<file path="src/rtl/dpf_pkg.sv">
`timescale 1ns/1ps
package dpf_pkg;

    localparam int WORD_W = 32;
    localparam int LEN_W  = 7;
    localparam int WLC_W  = 3;
    localparam int DLY_W  = 2;
    localparam int WB_W   = $clog2(WORD_W) + 1;
    localparam int CNT_W  = LEN_W + 1 + WB_W + 1;

    typedef struct packed {
        logic             dual;
        logic [LEN_W-1:0] len1;
        logic [WLC_W-1:0] wc1;
        logic [LEN_W-1:0] len2;
        logic [WLC_W-1:0] wc2;
        logic [DLY_W-1:0] dly;
    } frame_cfg_t;

    typedef struct packed {
        logic              started;
        logic [DLY_W-1:0]  lead;
        logic [CNT_W-1:0]  left;
        logic [WB_W-1:0]   wbits;
        logic [WORD_W-1:0] sh;
        logic              ph;
        logic [LEN_W-1:0]  wd;
        frame_cfg_t        cur;
        frame_cfg_t        pend;
        logic              sd;
        logic              fs;
        logic              ur;
    } seq_st_t;

    function automatic logic [WB_W-1:0] word_bits(logic [WLC_W-1:0] code);
        case (code)
            3'b000:  return WB_W'(8);
            3'b001:  return WB_W'(12);
            3'b010:  return WB_W'(16);
            3'b011:  return WB_W'(20);
            3'b100:  return WB_W'(24);
            default: return WB_W'(32);
        endcase
    endfunction

    function automatic logic [DLY_W-1:0] dly_bits(logic [DLY_W-1:0] code);
        return (code == 2'b00) ? 2'd0 : (code == 2'b01) ? 2'd1 : 2'd2;
    endfunction

    function automatic logic [CNT_W-1:0] frame_bits(frame_cfg_t c);
        logic [CNT_W-1:0] p1;
        logic [CNT_W-1:0] p2;
        p1 = (CNT_W'(c.len1) + CNT_W'(1)) * CNT_W'(word_bits(c.wc1));
        p2 = (CNT_W'(c.len2) + CNT_W'(1)) * CNT_W'(word_bits(c.wc2));
        return c.dual ? (p1 + p2) : p1;
    endfunction

endpackage

</file>
<file path="src/rtl/dpf_bitclk.sv">
`timescale 1ns/1ps
module dpf_bitclk #(
    parameter int HALF_CYC = 2
) (
    input  logic clk,
    input  logic rst,
    output logic bclk,
    output logic tick
);
    localparam int CW = (HALF_CYC > 1) ? $clog2(HALF_CYC) : 1;
    localparam logic [CW-1:0] LAST = CW'(HALF_CYC - 1);

    typedef struct packed {
        logic [CW-1:0] cnt;
        logic          bclk;
    } bc_st_t;

    bc_st_t q, n;

    always_comb begin
        n = q;
        if (q.cnt == LAST) begin
            n.cnt  = '0;
            n.bclk = !q.bclk;
        end else begin
            n.cnt = q.cnt + CW'(1);
        end
    end

    always_ff @(posedge clk) begin
        if (rst) q <= '0;
        else     q <= n;
    end

    assign bclk = q.bclk;
    assign tick = (q.cnt == LAST) && !q.bclk;
endmodule

</file>
<file path="src/rtl/dpf_hold.sv">
`timescale 1ns/1ps
module dpf_hold
    import dpf_pkg::*;
(
    input  logic              clk,
    input  logic              rst,
    input  logic              in_valid,
    input  logic [WORD_W-1:0] in_data,
    output logic              in_ready,
    input  logic              take,
    output logic              have,
    output logic [WORD_W-1:0] word
);
    typedef struct packed {
        logic              full;
        logic [WORD_W-1:0] data;
    } hold_st_t;

    hold_st_t q, n;

    always_comb begin
        n = q;
        if (take) n.full = 1'b0;
        if (in_valid && !q.full) begin
            n.full = 1'b1;
            n.data = in_data;
        end
    end

    always_ff @(posedge clk) begin
        if (rst) q <= '0;
        else     q <= n;
    end

    assign in_ready = !q.full;
    assign have     = q.full;
    assign word     = q.data;
endmodule

</file>
<file path="src/rtl/dpf_seq.sv">
`timescale 1ns/1ps
module dpf_seq
    import dpf_pkg::*;
(
    input  logic              clk,
    input  logic              rst,
    input  logic              tick,
    input  frame_cfg_t        cfg_in,
    input  logic              have,
    input  logic [WORD_W-1:0] word,
    output logic              take,
    output logic              sdata,
    output logic              fsync,
    output logic              underrun
);
    seq_st_t q, n;

    frame_cfg_t        fcfg;
    logic              sync;
    logic              start;
    logic [DLY_W-1:0]  d_cur;
    logic [DLY_W-1:0]  d_in;
    logic [WB_W-1:0]   wl;
    logic [WORD_W-1:0] load;
    logic [WORD_W-1:0] aligned;
    logic              last;

    always_comb begin
        n       = q;
        n.ur    = 1'b0;
        take    = 1'b0;
        fcfg    = q.pend;
        sync    = 1'b0;
        start   = 1'b0;
        d_cur   = dly_bits(q.cur.dly);
        d_in    = dly_bits(cfg_in.dly);
        wl      = '0;
        load    = '0;
        aligned = '0;
        last    = 1'b0;
        if (tick) begin
            sync = !q.started || (q.lead == '0 && q.left == CNT_W'(d_cur));
            if (sync) begin
                n.pend = cfg_in;
                fcfg   = cfg_in;
            end
            if (!q.started) begin
                n.started = 1'b1;
                n.cur     = cfg_in;
                start     = (d_in == '0);
                n.lead    = (d_in == '0) ? '0 : DLY_W'(d_in - 2'd1);
            end else begin
                start = (q.left == '0) && (q.lead == '0);
            end
            n.fs = sync;
            n.sd = 1'b0;
            if (start) begin
                n.cur   = fcfg;
                n.left  = frame_bits(fcfg);
                n.ph    = 1'b0;
                n.wd    = '0;
                n.wbits = '0;
            end
            if (n.left != '0) begin
                wl = n.ph ? word_bits(n.cur.wc2) : word_bits(n.cur.wc1);
                if (n.wbits == '0) begin
                    if (have) begin
                        load = word;
                        take = 1'b1;
                    end else begin
                        n.ur = 1'b1;
                    end
                    aligned = load << (WB_W'(WORD_W) - wl);
                    n.sd    = aligned[WORD_W-1];
                    n.sh    = aligned << 1;
                    n.wbits = wl - WB_W'(1);
                    last    = (n.wd == (n.ph ? n.cur.len2 : n.cur.len1));
                    if (last) begin
                        n.wd = '0;
                        n.ph = !n.ph && n.cur.dual;
                    end else begin
                        n.wd = n.wd + LEN_W'(1);
                    end
                end else begin
                    n.sd    = n.sh[WORD_W-1];
                    n.sh    = n.sh << 1;
                    n.wbits = n.wbits - WB_W'(1);
                end
                n.left = n.left - CNT_W'(1);
            end else if (q.started && q.lead != '0) begin
                n.lead = q.lead - DLY_W'(1);
            end
        end
    end

    always_ff @(posedge clk) begin
        if (rst) q <= '0;
        else     q <= n;
    end

    assign sdata    = q.sd;
    assign fsync    = q.fs;
    assign underrun = q.ur;
endmodule

</file>
<file path="src/rtl/dpf_tx.sv">
`timescale 1ns/1ps
module dpf_tx
    import dpf_pkg::*;
#(
    parameter int HALF_CYC = 2
) (
    input  logic              clk,
    input  logic              rst,
    input  logic              cfg_dual,
    input  logic [LEN_W-1:0]  cfg_len1,
    input  logic [WLC_W-1:0]  cfg_wlen1,
    input  logic [LEN_W-1:0]  cfg_len2,
    input  logic [WLC_W-1:0]  cfg_wlen2,
    input  logic [DLY_W-1:0]  cfg_delay,
    input  logic              in_valid,
    input  logic [WORD_W-1:0] in_data,
    output logic              in_ready,
    output logic              bclk_o,
    output logic              fsync_o,
    output logic              sdata_o,
    output logic              underrun_o
);
    frame_cfg_t        cfg_w;
    logic              tick;
    logic              take;
    logic              have;
    logic [WORD_W-1:0] word;

    assign cfg_w = '{dual: cfg_dual, len1: cfg_len1, wc1: cfg_wlen1,
                     len2: cfg_len2, wc2: cfg_wlen2, dly: cfg_delay};

    dpf_bitclk #(.HALF_CYC(HALF_CYC)) u_bitclk (
        .clk  (clk),
        .rst  (rst),
        .bclk (bclk_o),
        .tick (tick)
    );

    dpf_hold u_hold (
        .clk      (clk),
        .rst      (rst),
        .in_valid (in_valid),
        .in_data  (in_data),
        .in_ready (in_ready),
        .take     (take),
        .have     (have),
        .word     (word)
    );

    dpf_seq u_seq (
        .clk      (clk),
        .rst      (rst),
        .tick     (tick),
        .cfg_in   (cfg_w),
        .have     (have),
        .word     (word),
        .take     (take),
        .sdata    (sdata_o),
        .fsync    (fsync_o),
        .underrun (underrun_o)
    );
endmodule

</file>
<file path="config.mk">
export PLATFORM = sky130hd
export DESIGN_NAME = dpf_tx
export DESIGN_NICKNAME = d
export VERILOG_FILES = /design/src/rtl/dpf_pkg.sv /design/src/rtl/dpf_bitclk.sv /design/src/rtl/dpf_hold.sv /design/src/rtl/dpf_seq.sv /design/src/rtl/dpf_tx.sv
export SDC_FILE = /design/constraint.sdc
export NUM_CORES = 1
export LEC_CHECK = 0
export BUFFER_PORTS_ARGS = -buffer_cell sky130_fd_sc_hd__buf_2
export CORE_MARGIN = 2
export CORE_UTILIZATION = 60
export CTS_CLUSTER_DIAMETER = 50
export DETAILED_ROUTE_END_ITERATION = 8
export HOLD_SLACK_MARGIN = 0.05
export PLACE_DENSITY_LB_ADDON = 0.08
export SLEW_MARGIN = 20
export SYNTH_ARGS = -nofsm -noshare
export SYNTH_HDL_FRONTEND = slang
export SYNTH_SLANG_ARGS = --single-unit
</file>
<file path="constraint.sdc">
create_clock -name clk -period 12.33 [get_ports clk]
set_clock_uncertainty 0.05 [all_clocks]
set_input_delay 2.466 -clock clk [delete_from_list [all_inputs] [get_ports clk]]
set_output_delay 2.466 -clock clk [all_outputs]
set_load 0.05 [all_outputs]
</file>
After elaboration in Yosys (flattened, before gate mapping)
Index checks and enable logic that the tools add are counted.
- add/subtract/negate cells: 11
- multiply operators: 2
- eq/ne operators: 21
- shifts and indexed selects: 1
- multiplexer cells: 50
- bitwise gates (word level): 3
- reductions and logical operators: 28
- operator list (cell ; number):
    two-way mux 32 bit ; 4
    one-hot mux 6 bit (5 select lines) ; 4
    two-way mux 23 bit ; 3
    two-way mux 31 bit ; 2
    two-way mux 61 bit ; 1
    two-way mux 6 bit ; 9
    two-way mux 21 bit ; 2
    two-way mux 38 bit ; 1
    two-way mux 33 bit ; 1
    left shift 32 x 6 -> 32 bit ; 1
    multiplier 15 x 6 -> 15 bit ; 2
    == test 3 x 2 -> 1 bit (second input constant) ; 8
    adder 7 x 1 -> 8 bit (second input constant) ; 2
    two-way mux 2 bit ; 8
    adder 15 bit ; 1
    == test 15 x 2 -> 1 bit ; 1
    logical NOT 15 bit ; 1
    two-way mux 15 bit ; 1
    nonzero test 15 bit ; 1
    subtractor 15 x 1 -> 15 bit (second input constant) ; 1
    two-way mux 7 bit ; 2
    == test 3 x 1 -> 1 bit (second input constant) ; 4
    == test 3 bit (second input constant) ; 4
    logical NOT 3 bit ; 4
    20 further kinds ; 48
- bits in registers: 148
- input bits: 58
- word-level logic and storage cells: 142

Longest topological paths before layout
Gate-level depths: netlist of the first run.
- depth in word-level cells: 25
- depth in mapped cells: 38

By module
Synthesis of the first run repeated with hierarchy kept, for this count alone.
- cell total of the unflattened synthesis: 1428
- area total of the unflattened synthesis: 11647.4 um^2
- by module, submodules not included (module ; times used ; cells an instance ; area each (um^2)):
    dpf_seq ; 1 ; 1273 ; 10015.9
    dpf_hold ; 1 ; 149 ; 1569.0
    dpf_bitclk ; 1 ; 6 ; 62.6

Least setup slack after synthesis of the first run
OpenSTA, ideal clock, no wires.
- kind: input to register
- start point: input port cfg_wlen1[2]
- end point: register u_seq.q[56] (netlist name)
- library setup time: 70 ps
- data arrival time: 9475 ps
- data required time: 12210 ps
- path slack: 2735 ps
- cell stages on the path: 30
- buffers on the path: 1
- cell sequence: o21ai_0 mux2i_1 nor2_1 a211oi_1 a31oi_1 and2_1 fa_1 fa_1 ha_1 ha_1 inv_1 fa_1 nor2b_1 o2111a_1 a2111oi_0 xor2_1 fa_1 inv_1 ha_1 a21o_1 a41oi_1 or4b_2 nand4_1 xor2_1 mux2i_1 nand4_1 buf_2 nor2b_1 mux2_1 a21oi_1
- longest elaborated chain between the ends: 13
- elaborated cells on any way between the ends: 17
- classes of those cells: add/sub (1); mul (1); eq/ne (4); mux (9); reduce/logical (2)
- RTL lines (what ; RTL line ; source):
    start, declared ; dpf_tx.sv:11 ; input logic [WLC_W-1:0] cfg_wlen1,
    two-way mux 23 bit * ; dpf_seq.sv:43 ; if (sync) begin
    two-way mux 23 bit * ; dpf_seq.sv:41 ; if (tick) begin
    == test 3 bit (tied with other cells) ; dpf_pkg.sv:36 ; case (code)
    one-hot mux 6 bit (5 select lines) * ; dpf_pkg.sv:36 ;
    two-way mux 6 bit * ; dpf_seq.sv:57 ; if (start) begin
    two-way mux 6 bit * ; dpf_seq.sv:41 ;
    multiplier 15 x 6 -> 15 bit * ; dpf_pkg.sv:53 ; p1 = (CNT_W'(c.len1) + CNT_W'(1)) * CNT_W'(word_bits(c.wc1));
    adder 15 bit ; dpf_pkg.sv:55 ; return c.dual ? (p1 + p2) : p1;
    two-way mux 15 bit * ; dpf_pkg.sv:55 ;
    two-way mux 21 bit * ; dpf_seq.sv:57 ;
    two-way mux 21 bit * ; dpf_seq.sv:41 ;
    nonzero test 15 bit * ; dpf_seq.sv:64 ; if (n.left != '0) begin
    two-way mux 61 bit * ; dpf_seq.sv:64 ;
    end signal, assigned ; dpf_seq.sv:98 ; else q <= n;
    end, declared ; dpf_seq.sv:16 ; seq_st_t q, n;
Mark *: on every way between the ends. The rest lies on a longest branch, timed or not. The select of a mux whose other input is x is not followed.
A chain may end at the register's enable or synchronous reset.

Final worst setup path of the first run
- start point: register u_seq.q[110] (netlist name)
- end point: register u_seq.q[74] (netlist name)
- longest elaborated chain between the ends: 16
- elaborated cells on any way between the ends: 57
- classes of those cells: add/sub (4); mul (2); eq/ne (16); shift (1); mux (23); reduce/logical (11)
- RTL lines (what ; RTL line ; source):
    logical NOT 2 bit * ; dpf_seq.sv:42, dpf_seq.sv:53 ;
    logical AND 1 bit ; dpf_seq.sv:42 ; sync = !q.started || (q.lead == '0 && q.left == CNT_W'(d_cur));
    logical OR 1 bit ; dpf_seq.sv:42 ;
    two-way mux 23 bit ; dpf_seq.sv:43 ;
    two-way mux 23 bit ; dpf_seq.sv:41 ;
    == test 3 bit (tied with other cells) ; dpf_pkg.sv:36 ;
    one-hot mux 6 bit (5 select lines) ; dpf_pkg.sv:36 ;
    two-way mux 6 bit ; dpf_seq.sv:57 ;
    two-way mux 6 bit ; dpf_seq.sv:41 ;
    multiplier 15 x 6 -> 15 bit (on tied branches) ; dpf_pkg.sv:53, dpf_pkg.sv:54 ;
    adder 15 bit ; dpf_pkg.sv:55 ;
    two-way mux 15 bit ; dpf_pkg.sv:55 ;
    two-way mux 21 bit ; dpf_seq.sv:57 ;
    two-way mux 21 bit ; dpf_seq.sv:41 ;
    nonzero test 15 bit ; dpf_seq.sv:64 ;
    AND reduction 2 bit (no source line) ; n/a ;
Marked as above.

==> summary.txt, run 1 <==
Worst VDD drop: 104 uV
IO buf count: 62
largest net degree at the start of global routing: 88
Layout area overhead: 9.42%
Final Hold Fails: 0
critical path's most frequent cell: ha_1
GRT Util Overall: 0.336
CP required: 12,650 ps
Die Y: 141 um
cells on worst reg2reg path: 33
Clock Power Share: 0.241
M3 GR Usage: 0.0469
Switching Share: 0.436
total congestion overflow: 0
top cells by area, synth: dfxtp_1 (26%), nand2_1 (8.7%), ha_1 (6.9%)
clk slew on worst S/H paths: 70 ps
max cap viols: 0
Combinational Power Share: 0.509
period utilisation layout: 0.879
Internal: 1.26 mW
post-CTS setup buffer count: 0
clock buffer depth: 2
#FFs+latches synth: 147
tightest slew margin relative to the limit: 0.292
clk_lat worst skew: 430 ps
Cell Area, Synth: 11,300 um2
via/cell ratio: 6.38
data arrival time of the worst path: 11,150 ps
status: completed
H-tree levels: 4
Async S/R FF share, synth: 0
CP Max Fanout: 22
initial core utilization: 0.606
Synth cell types: 78
Min-Delay Path Class: reg2reg
hold path depth: 2
Tmin final: 10,830 ps
DR iter-0 viols: 965
fraction of layout cells with a size suffix above 1: 0.106
Power Density: 181 nW/um2
static leakage power: 5.09 nW
CTS buffer count: 17
routed length per instance: 19.3 um
Syn Nets: 1,609
Final Max Slew Viols: 0
first-pass GRT wire length: 53,400 um
IO Count: 63
switching power: 0.975 mW
unrepaired setup endpoints after global routing: no
final net count: 1,619
Post-Syn Instances: 1,454
Setup CP Type: reg2reg
Synth Warn #: 0
final WL: 33,100 um
Crit. End Element: flop
root buffer cell: clkbuf_16
Antenna Diode Count: 0
Synth top area share: 0.261
Util after Layout: 0.663
fmax: 92.3 MHz
Die W: 141 um
GR peak layer: met2
final setup fails: 0
Mean Syn Cell Area: 7.74 um2
Main synth FF type: dfxtp_1
DR vias: 10.9k
number of synthesized flops with an enable pin: 0
CTS resizes: 0
slowest library cell on the worst path: mux2i_1
grt met2 use: 0.584
Max stage delay on crit path: 750 ps
Post-CTS Hold Buffers: 0
Worst-Margin Slew: 1060 ps
drc violations: 0
CTS tree: yes
leading area contributor after synthesis: dfxtp_1
die area: 19,900 um2
post-DP HPWL: 24,100 um
met1 GRT Util: 0.408
Startpoint Class: flop
Hold WS: 403 ps
total negative slack: 0 ps
GP Congestion: 0.983
antenna-violating nets left: 0
# rows: 50
core area: 18,600 um2
DRT Pass-1 Iters: 6
number of global-route vias before repair: 10.4k
register area share after synthesis: 0.261
total clock sinks: 147
initial antenna violation count: 0
Flop pwr share: 0.250
cells in the mapped netlist (6+ instances only):
cell       instances
dfxtp_1          147
mux2i_1           42
nor3_1            33
xnor2_1           22
xor2_1            18
buf_2             10
buf_1             10
or3_1             15
a2bb2oi_1         11
o21ai_1            8
nor2_1           102
a22oi_1            7
a31oi_1           16
mux4_2            14
o211ai_1          16
nand3_1           26
a32oi_1            7
mux2_2             8
ha_1              62
fa_1              35
a21oi_1          137
a211oi_1          25
nor4_1            17
nand4_1            9
nand2_1          262
and3_1             6
clkbuf_1          68
nand2b_1          15
a221oi_1          12
nor2b_1           18
inv_1             83
o21ai_0           69
a311oi_1           6
and2_1            19
final timing paths:
kind	end	slack, ps	start
max	u_seq.q[74]	1500	u_seq.q[110]
min	u_seq.q[35]	400	u_seq.q[35]
min reg2reg	u_seq.q[35]	400	u_seq.q[35]
max reg2reg	u_seq.q[74]	1500	u_seq.q[110]
worst max-delay path: cells and delay by family (launching register included):
kind	cells	cell delay, ps
AND/OR/NAND/NOR	9	2600
AO/OA/AOI/OAI	7	2440
multiplexers	2	920
XOR/XNOR	3	670
adder cells (fa/ha/maj)	7	2830
flip-flops	1	330
buffers and inverters	5	870
logic make-up (layout without fill, tap and decap cells):
kind of cell	Yosys count	count (layout)	share of synthesized area
simple gates	552	552	0.228
compound gates	380	380	0.215
buf+inv	173	196	0.0592
flops	147	147	0.261
fa+ha+maj	97	97	0.131
mux	65	65	0.0744
xor+xnor	40	40	0.0311
power groups by stage:
| stage | clock, mW | combinational [mW] | sequential (mW) |
|---|---|---|---|
| 4_1_cts | 0.543 | 1.12 | 0.558 |
| 5_1_grt | 0.563 | 1.26 | 0.565 |
| 3_3_place_gp | 0 | 1.10 | 0.567 |
| 6_report | 0.539 | 1.14 | 0.559 |
| 2_1_floorplan | 0 | 0.852 | 0.557 |
| 3_5_place_dp | 0 | 1.11 | 0.568 |
cell type report:
class	instances	area, um2
tap	234	293
clock buffer	19	433
timing repair buffer	81	455
multi-input combinational	1134	7710
clock inverter	13	165
fill	1636	6260
sequential	147	2940
inverter	83	312
metal layers:
metal	vias to the layer above	routed length, um
li1	5198	-
met5	-	0
met1	5150	13300
met2	466	16100
met3	102	2090
met4	0	1570
state kept, by name, indices dropped and copies added (netlist names):
signal,flops
u_seq.q,109
u_seq.fsync,1
u_hold.word,32
u_seq.sdata,1
u_hold.have,1
u_seq.underrun,1
u_bitclk.bclk,1
u_bitclk.q,1
per-stage QoR:
stage | setup slack [ps] | instances | instance area, um2 | power [mW]
3_5_place_dp | 1330 | 1679 | 11700 | 1.68
5_1_grt | 610 | 1711 | 12300 | 2.39
6_report | 1500 | 1711 | 12300 | 2.23
3_3_place_gp | 1640 | 1679 | 11700 | 1.66
2_1_floorplan | 2730 | 1454 | 11300 | 1.41
4_1_cts | 1600 | 1711 | 12300 | 2.22
placed cells by master, fill, tap and decap left out, types with 15 or more instances in the layout:
cell type and count:
nand2_1 262, dfxtp_1 147, a21oi_1 136, nor2_1 101
inv_1 83, o21ai_0 69, ha_1 62, buf_2 61
mux2i_1 42, fa_1 35, nor3_1 33, nand3_1 26
a211oi_1 24, xnor2_1 22, buf_4 20, and2_1 19
xor2_1 18, nor4_1 17, clkbuf_16 17, nor2b_1 16
a31oi_1 16, o211ai_1 16, or3_1 15
(Power assumes the default switching activity.)
==> run 2: changes to the inputs <==
Settings changed: GPL_ROUTABILITY_DRIVEN from default to 0, PLACE_DENSITY_LB_ADDON 0.08 to 0.2, SKIP_CTS_REPAIR_TIMING from default to 1.
==> run 2 against run 1 <==
Against the previous run: final cell count hardly changed; non-clock buffer count stayed put; worst setup slack worse by 73 ps; combinational power hardly changed; core utilization is 0.19 points higher; critical path type unchanged.
==> summary.txt, run 2 (synthesized netlist as in run 1, its figures left out) <==
Crit. End Element: flop
status: completed
Largest Register: u_seq.q
antenna-violating nets left: 0 (unchanged)
clk slew on worst S/H paths: 60 ps (about the same)
Internal: 1.30 mW (+3.3%)
DR iter-0 viols: 900 (-6.7%)
drc violations: 0 (unchanged)
DRT Pass-1 Iters: 5 (-1)
final WL: 32,500 um (-1.8%)
Worst-Margin Slew: 1250 ps (+187 ps)
H-tree levels: 4 (unchanged)
Tmin final: 10,910 ps (+73.0 ps)
IO buf count: 62 (unchanged)
# rows: 50 (unchanged)
Antenna Diode Count: 0 (unchanged)
Clock Power Share: 0.251 (+0.010)
commonest non-fill, non-tap cell in the layout: nand2_1
post-DP HPWL: 23,500 um (-2.6%)
first-pass GRT wire length: 52,800 um (-1.1%)
initial antenna violation count: 0 (unchanged)
IO Count: 63 (unchanged)
most frequent cells in the layout: nand2_1 (261), dfxtp_1 (147), a21oi_1 (136)
clock buffer depth: 2 (unchanged)
total negative slack: 0 ps (unchanged)
max reg flops: 109 (unchanged)
Final Hold Fails: 0 (unchanged)
CP required: 12,580 ps (-70 ps)
CP Max Fanout: 23 (+4.5%)
Worst VDD drop: 120 uV (+16%)
Power Density: 183 nW/um2 (+0.65%)
Max stage delay on crit path: 790 ps (+40 ps)
die area: 19,900 um2 (unchanged)
tightest slew margin relative to the limit: 0.165 (-0.128)
Startpoint Class: flop
number of global-route vias before repair: 10.5k (+0.067%)
initial core utilization: 0.606 (unchanged)
root buffer cell: clkbuf_16
fraction of layout cells with a size suffix above 1: 0.106 (about the same)
Hold WS: 405 ps (+2.03 ps)
CTS buffer count: 17 (unchanged)
static leakage power: 5.11 nW (+0.44%)
Switching Share: 0.423 (-0.0131)
clk_lat worst skew: 430 ps (about the same)
largest net degree at the start of global routing: 98 (+11%)
Final Max Slew Viols: 0 (unchanged)
via/cell ratio: 6.40 (+0.37%)
DR vias: 11.0k (+0.31%)
data arrival time of the worst path: 11,160 ps (about the same)
Combinational Power Share: 0.502 (-0.007)
GRT Util Overall: 0.330 (-0.00555)
total congestion overflow: 0 (unchanged)
Die W: 141 um (unchanged)
final setup fails: 0 (unchanged)
slowest library cell on the worst path: o21ai_2
core area: 18,600 um2 (unchanged)
CTS tree: yes
Die Y: 141 um (unchanged)
fmax: 91.7 MHz (-0.67%)
Layout area overhead: 9.73%
Min-Delay Path Class: reg2reg
Setup CP Type: reg2reg
total clock sinks: 147 (unchanged)
Flop pwr share: 0.247 (-0.003)
switching power: 0.955 mW (-2.1%)
period utilisation layout: 0.885 (+0.00592)
max cap viols: 0 (unchanged)
routed length per instance: 19.0 um (-1.7%)
final net count: 1,619 (unchanged)
unrepaired setup endpoints after global routing: no
-- run 2: changes by cell type in the layout (fill, tap and decap cells not counted), sizes merged --
| cell | change |
|---|---|
| inv | -3 |
| clkinvlp | -1 |
| clkinv | +2 |
| clkbuf | -1 |
| bufinv | +2 |
-- run 2: final timing paths --
check / end / depth (start not counted) / slack (ps) / startpoint
worst max-delay path: u_seq.q[74] / 34 / 1420 / u_seq.q[110]
worst min-delay path: u_seq.q[35] / 2 / 400 / u_seq.q[35]
worst max register to register: u_seq.q[74] / 34 / 1420 / u_seq.q[110]
worst min register to register: u_seq.q[35] / 2 / 400 / u_seq.q[35]
-- run 2: layout make-up --
cell class / instances / area, um2
multi-input cells: 1134 / 7710
fillers: 1604 / 6230
flip-flops and latches: 147 / 2940
repair buffers: 81 / 455
clock buffers: 18 / 439
inverters: 83 / 312
well taps: 234 / 293
clock inverters: 13 / 199
-- run 2: layer usage --
metal / global-route usage / vias up / part of all wire / wire (um)
met1: 0.401 / 5175 / 0.40 / 13000
met5: 0 / - / 0 / 0
met2: 0.561 / 477 / 0.48 / 15500
met3: 0.0577 / 109 / 0.069 / 2250
li1: - / 5189 / - / -
met4: 0.173 / 0 / 0.054 / 1750
-- run 2: per-stage QoR --
step | worst slack (ps) | std cells | cell area, um2 | total power [mW] | utilization
2_1_floorplan | 2730 | 1454 | 11300 | 1.41 | -
3_3_place_gp | 1540 | 1679 | 11700 | 1.66 | 0.630
3_5_place_dp | 1190 | 1679 | 11700 | 1.68 | 0.630
4_1_cts | 1550 | 1710 | 12300 | 2.25 | 0.664
5_1_grt | 813 | 1710 | 12400 | 2.41 | 0.665
6_report | 1420 | 1710 | 12400 | 2.26 | 0.665
-- run 2: worst max-delay path: cells and delay by family, from the launching register on --
kind	cells	cell delay, ps
AO/OA/AOI/OAI	10	3800
AND/OR/NAND/NOR	10	2920
adder cells (fa/ha/maj)	7	2420
buffers and inverters	5	920
XOR/XNOR	2	360
flip-flops	1	320
-- run 2: power by group through the flow --
stage	logic, mW	registers, mW	clock network [mW]
detailed placement	1.11	0.566	0
finish	1.13	0.557	0.566
CTS	1.12	0.556	0.568
global placement	1.10	0.564	0
floorplan	0.852	0.557	0
global route	1.26	0.562	0.589
